### config.mk
export PLATFORM = sky130hd
export DESIGN_NAME = txbuf_fcs_guard
export DESIGN_NICKNAME = d
export VERILOG_FILES = /design/src/rtl/txg_pkg.sv /design/src/rtl/txg_late_detect.sv /design/src/rtl/txg_frame_ctrl.sv /design/src/rtl/txg_status.sv /design/src/rtl/txbuf_fcs_guard.sv
export SDC_FILE = /design/constraint.sdc
export NUM_CORES = 1
export LEC_CHECK = 0
export BUFFER_PORTS_ARGS = -buffer_cell sky130_fd_sc_hd__buf_2
export CAP_MARGIN = 20
export CORE_UTILIZATION = 51
export CTS_CLUSTER_SIZE = 28
export DETAILED_ROUTE_END_ITERATION = 7
export GPL_TIMING_DRIVEN = 0
export MAX_ROUTING_LAYER = met4
export PLACE_DENSITY = 0.84
export SLEW_MARGIN = 0
export SYNTH_ARGS = -nofsm -noshare
export SYNTH_HDL_FRONTEND = slang
export SYNTH_SLANG_ARGS = --single-unit
### constraint.sdc
create_clock -name clk -period 2.2 [get_ports clk]
set_clock_uncertainty 0.15 [all_clocks]
set_input_delay 0 -clock clk [delete_from_list [all_inputs] [get_ports clk]]
set_output_delay 0 -clock clk [all_outputs]
set_load 0.01 [all_outputs]
### src/rtl/txg_pkg.sv
package txg_pkg;

    localparam int DEF_ADDR_W = 10;

    // Per-frame decision state
    typedef struct packed {
        logic active;   // frame in flight
        logic sup;      // checksum suppressed at start
        logic canc;     // suppression cancelled (accepted)
        logic late;     // late write seen this frame
        logic cbit;     // cancel command pending
        logic good;     // last decision
        logic valid;    // decision strobe
    } txg_frame_t;

    typedef struct packed {
        logic err;
    } txg_stat_t;

endpackage

### src/rtl/txg_late_detect.sv
module txg_late_detect #(
    parameter int ADDR_W   = txg_pkg::DEF_ADDR_W,
    parameter bit RING_BUF = 1'b1
) (
    input  logic [ADDR_W-1:0] wr_addr,
    input  logic [ADDR_W-1:0] start_ofs,
    input  logic [ADDR_W-1:0] rd_ptr,
    output logic              in_consumed
);

    logic ge_start;
    logic lt_rd;

    assign ge_start = (wr_addr >= start_ofs);
    assign lt_rd    = (wr_addr <  rd_ptr);

    generate
        if (RING_BUF) begin : g_ring
            // Consumed span may wrap past the top of the buffer
            logic wrapped;
            assign wrapped     = (rd_ptr < start_ofs);
            assign in_consumed = wrapped ? (ge_start | lt_rd) : (ge_start & lt_rd);
        end else begin : g_linear
            assign in_consumed = ge_start & lt_rd;
        end
    endgenerate

endmodule

### src/rtl/txg_frame_ctrl.sv
module txg_frame_ctrl
    import txg_pkg::*;
(
    input  logic clk,
    input  logic rst_n,
    input  logic frame_start,
    input  logic sup_req,
    input  logic frame_end,
    input  logic cancel_req,
    input  logic wr_hit,
    output logic late_evt,
    output logic cancel_pend,
    output logic fcs_good,
    output logic fcs_valid
);

    txg_frame_t st_d, st_q;
    logic       canc_eff;

    always_comb begin
        st_d       = st_q;
        st_d.valid = 1'b0;
        late_evt   = st_q.active & wr_hit & ~frame_start;
        canc_eff   = st_q.canc | (st_q.cbit & ~st_q.late & ~late_evt);

        // consume a pending cancel command
        if (st_q.cbit) begin
            st_d.cbit = 1'b0;
            if (st_q.active && !st_q.late && !late_evt) begin
                st_d.canc = 1'b1;
            end
        end
        if (cancel_req) begin
            st_d.cbit = 1'b1;
        end

        // late write overrides any cancel
        if (late_evt) begin
            st_d.late = 1'b1;
            st_d.canc = 1'b0;
        end

        if (frame_start) begin
            st_d.active = 1'b1;
            st_d.sup    = sup_req;
            st_d.canc   = 1'b0;
            st_d.late   = 1'b0;
        end else if (frame_end && st_q.active) begin
            st_d.active = 1'b0;
            st_d.valid  = 1'b1;
            st_d.good   = (~st_q.sup | canc_eff) & ~st_q.late & ~late_evt;
        end
    end

    always_ff @(posedge clk or negedge rst_n) begin
        if (!rst_n) begin
            st_q <= '0;
        end else begin
            st_q <= st_d;
        end
    end

    assign cancel_pend = st_q.cbit;
    assign fcs_good    = st_q.good;
    assign fcs_valid   = st_q.valid;

endmodule

### src/rtl/txg_status.sv
module txg_status
    import txg_pkg::*;
(
    input  logic clk,
    input  logic rst_n,
    input  logic late_evt,
    input  logic err_clr,
    output logic buf_err
);

    txg_stat_t stat_d, stat_q;

    always_comb begin
        stat_d = stat_q;
        if (err_clr) begin
            stat_d.err = 1'b0;
        end
        if (late_evt) begin
            stat_d.err = 1'b1;   // set wins over clear
        end
    end

    always_ff @(posedge clk or negedge rst_n) begin
        if (!rst_n) begin
            stat_q <= '0;
        end else begin
            stat_q <= stat_d;
        end
    end

    assign buf_err = stat_q.err;

endmodule

### src/rtl/txbuf_fcs_guard.sv
module txbuf_fcs_guard #(
    parameter int ADDR_W   = txg_pkg::DEF_ADDR_W,
    parameter bit RING_BUF = 1'b1
) (
    input  logic              clk,
    input  logic              rst_n,
    input  logic              frame_start,
    input  logic              sup_req,
    input  logic              frame_end,
    input  logic              cancel_req,
    input  logic              host_wr_en,
    input  logic [ADDR_W-1:0] host_wr_addr,
    input  logic [ADDR_W-1:0] start_ofs,
    input  logic [ADDR_W-1:0] rd_ptr,
    input  logic              err_clr,
    output logic              cancel_pend,
    output logic              fcs_good,
    output logic              fcs_valid,
    output logic              buf_err
);

    logic in_consumed;
    logic wr_hit;
    logic late_evt;

    txg_late_detect #(
        .ADDR_W   (ADDR_W),
        .RING_BUF (RING_BUF)
    ) u_detect (
        .wr_addr     (host_wr_addr),
        .start_ofs   (start_ofs),
        .rd_ptr      (rd_ptr),
        .in_consumed (in_consumed)
    );

    assign wr_hit = host_wr_en & in_consumed;

    txg_frame_ctrl u_ctrl (
        .clk         (clk),
        .rst_n       (rst_n),
        .frame_start (frame_start),
        .sup_req     (sup_req),
        .frame_end   (frame_end),
        .cancel_req  (cancel_req),
        .wr_hit      (wr_hit),
        .late_evt    (late_evt),
        .cancel_pend (cancel_pend),
        .fcs_good    (fcs_good),
        .fcs_valid   (fcs_valid)
    );

    txg_status u_status (
        .clk      (clk),
        .rst_n    (rst_n),
        .late_evt (late_evt),
        .err_clr  (err_clr),
        .buf_err  (buf_err)
    );

endmodule

==> flow_summary_export.csv <==
group,metric,value,unit
outcome,outcome,"complete, no violations",
global_route,grt_pass1_vias,1038,
clocking,cts_setup_buffers,0,
routing,drt_iter0_drc,19,
synth,yosys_warnings,0,
placed_design,place.port_buffers,41,
setup_path,path_max_fanout,3,
setup_path,criticalPathCategory,"in -> reg",
synth,synthArstFlopShare,100,%
placed_design,dp_hpwl,1900,µm
synth,netlist_area,990,µm²
routing,vias,1038,
power,vdd_drop_max,279,µV
setup_path,worstPathBufferInverterCount,2,
routing,avgViaCountPerCell,5.49,
sta,maxSlewViolCount,0,
clocking,root_buffer,"clkbuf_4",
sta,final_hold_viol_count,0,
synth,synth.most_common_cell,"ha_1",
sta,setup-violations-final,0,
synth,synth_edf_count,0,
global_route,grt_usage,28.8,%
setup_path,crit_path_start_kind,"input pin",
die,coreArea,1760,µm²
clocking,cts_tree,"yes",
die,fp-row-count,15,
die,fp.dieH,46.1,µm
clocking,clk_pin_slew,0.05,ns
routing,drt_first_pass_iters,4,
power,pwr_density_cell,388,nW/µm²
setup_path,crit_arrival,1.65,ns
setup_path,crit_required,2.18,ns
sta,worstMarginPinSlew,0.427,ns
sta,fin_crit_sh,75.8,%
synth,synth_ff_type,"dfrtp_1",
clocking,clock_latency,0.26,ns
synth,synth_top_area_share,35.4,%
cells_and_area,n_antenna_cell,0,
die,io_pins,42,
power,power,0.000518,W
global_route,grt_pass1_wl,4200,µm
global_route,grt_max_degree,9,
setup_path,cp_slowest_stage_delay,0.34,ns
synth,synth_top_area_cell,"ha_1",
synth,synth.avg_cell_area,8.84,µm²
setup_path,critPathTopFamily,"compound AO/OA/AOI/OAI gates",
sta,fin_tns_setup,0,ns
die,initial_utilization,56.1,%
power,p_leak,0.755,nW
clocking,htreeDepth,1,
cells_and_area,layout.nets,232,
routing,wl_per_cell,13.7,µm
synth,synthTopCellsByArea,"ha_1 35%, dfrtp_1 20%, inv_1 8.3%",
routing,ant_nets,0,
die,die_w,46.1,µm
setup_path,path_cells,"buf_2 -> inv_1 -> ha_1 -> a21oi_2 -> nand2_1 -> a221o_1 -> a31o_1 -> a211oi_1 -> o31ai_1",
synth,syn_inst,112,
clocking,cts_buffers,3,
sta,rsz0062_at_grt,"no",
synth,synth-seq-cells,8,
synth,synth_fp_nets,178,
sta,relSlewSlack,71.5,%
job,maxCapViolations,0,
setup_path,endpoint_kind,"flip-flop",
sta,fmax,600,MHz
cells_and_area,areaGrowthSynthToFinish,34.8,%
global_route,grt-ovfl-total,0,
clocking,clock-sinks,8,
global_route,antenna_found_initial,0,
synth,synth.distinct_cells,29,
synth,synth_common_cells,"28 x ha_1, 22 x inv_1, 8 x dfrtp_1, 5 x a211oi_1, 5 x a21oi_1",
hold_path,hp-class,"in -> reg",
routing,wl,2580,µm
sta,post-route-min-period,1.67,ns
routing,drc,0,
cells_and_area,layout-drive-gt1-share,31.7,%
clocking,clock_path_buffers,2,
placed_design,place_congestion,0.798,
synth,yosysSeqAreaShare,20.2,%
setup_path,cp_slowest_cell,"a221o_1",
die,dieArea,2120,µm²
==> kinds of logic (layout without fill, tap and decap cells) <==
family / count (synthesis) / count (layout) / share of synthesized area [%]
mux: 1 / 1 / 1.14
flops: 8 / 8 / 20.2
buf+inv: 22 / 74 / 8.34
fa+ha+maj: 29 / 29 / 36.5
simple gates: 25 / 25 / 14.3
compound gates: 27 / 27 / 19.5
==> through the flow <==
stage	cells	utilization [%]	hold slack (ns)	setup WS [ns]	instance area [µm²]
2_1_floorplan	112	-	-0.446	0.503	990
3_3_place_gp	178	69.5	-0.307	0.324	1230
3_5_place_dp	178	69.5	-0.302	0.306	1230
4_1_cts	190	75.9	0.0138	0.0578	1340
5_1_grt	189	75.6	0.0331	0.414	1330
6_report	189	75.6	0.00964	0.532	1330
==> timing repair <==
action,in CTS,in global routing
gates resized for setup,0,1
hold endpoints to repair,16,0
hold buffers,9,0
setup endpoints to repair,0,1
==> report_power, final <==
group	switching [W]	internal [W]	total [W]
Combinational	0.000116	0.000114	0.000230
Clock	0.0000515	0.0000625	0.000114
Sequential	0.0000105	0.000163	0.000173
Total	0.000178	0.000340	0.000518
==> final timing paths <==
kind                       cells past startpoint               end  slack [ns]        startpoint
setup / recovery                               9   u_ctrl.fcs_good        0.53      start_ofs[8]
hold / removal                                 4  u_status.buf_err        0.01        host_wr_en
setup reg to reg                               2    u_ctrl.st_q[5]        0.72    u_ctrl.st_q[5]
hold reg to reg                                2  u_status.buf_err        0.38  u_status.buf_err
max in group asynchronous                      3    u_ctrl.st_q[4]        1.05             rst_n
min in group asynchronous                      3   u_ctrl.fcs_good        0.57             rst_n
==> worst register-to-register path: cells and delay by family (launching register included) <==
family | cells | cell delay, ns
multiplexers | 1 | 0.27
buffers and inverters | 1 | 0.55
flip-flops | 1 | 0.39
==> registers in the layout, indices dropped and copies added, names as in the netlist <==
| name | flops |
|---|---|
| u_status.buf_err | 1 |
| u_ctrl.cancel_pend | 1 |
| u_ctrl.st_q | 4 |
| u_ctrl.fcs_valid | 1 |
| u_ctrl.fcs_good | 1 |
==> per-layer routing <==
metal	global-route usage [%]	wire, µm	part of all wire (%)	up-vias
met5	-	0	0	-
met4	9.41	64	2.5	0
met3	8.24	137	5.3	12
met2	54.4	1400	54	48
met1	27.4	978	38	467
li1	-	-	-	511
==> final cells by class <==
type,instances,area [µm²]
Multi-Input combinational cell,82,712
Fill cell,156,430
Timing Repair Buffer,49,285
Sequential cell,8,200
Inverter,22,82.6
Tap cell,25,31.3
Clock buffer,3,22.5
==> layout by cell type, fill, tap and decap left out, types with 2 or more instances in the layout <==
master         instances
a211oi_1               4
a21o_1                 3
a21oi_1                5
a41oi_1                2
buf_2                 41
clkbuf_4               3
dfrtp_1                8
dlygate4sd3_1          8
ha_1                  28
inv_1                 22
nand2_1                4
nand2b_1               4
nand3_1                3
nand4_1                2
nor2_1                 4
nor3_1                 2
nor3b_1                2
o21ai_0                2
o21ai_2                2
o22ai_1                2
No activity file was read; power rests on OpenSTA's default activity.
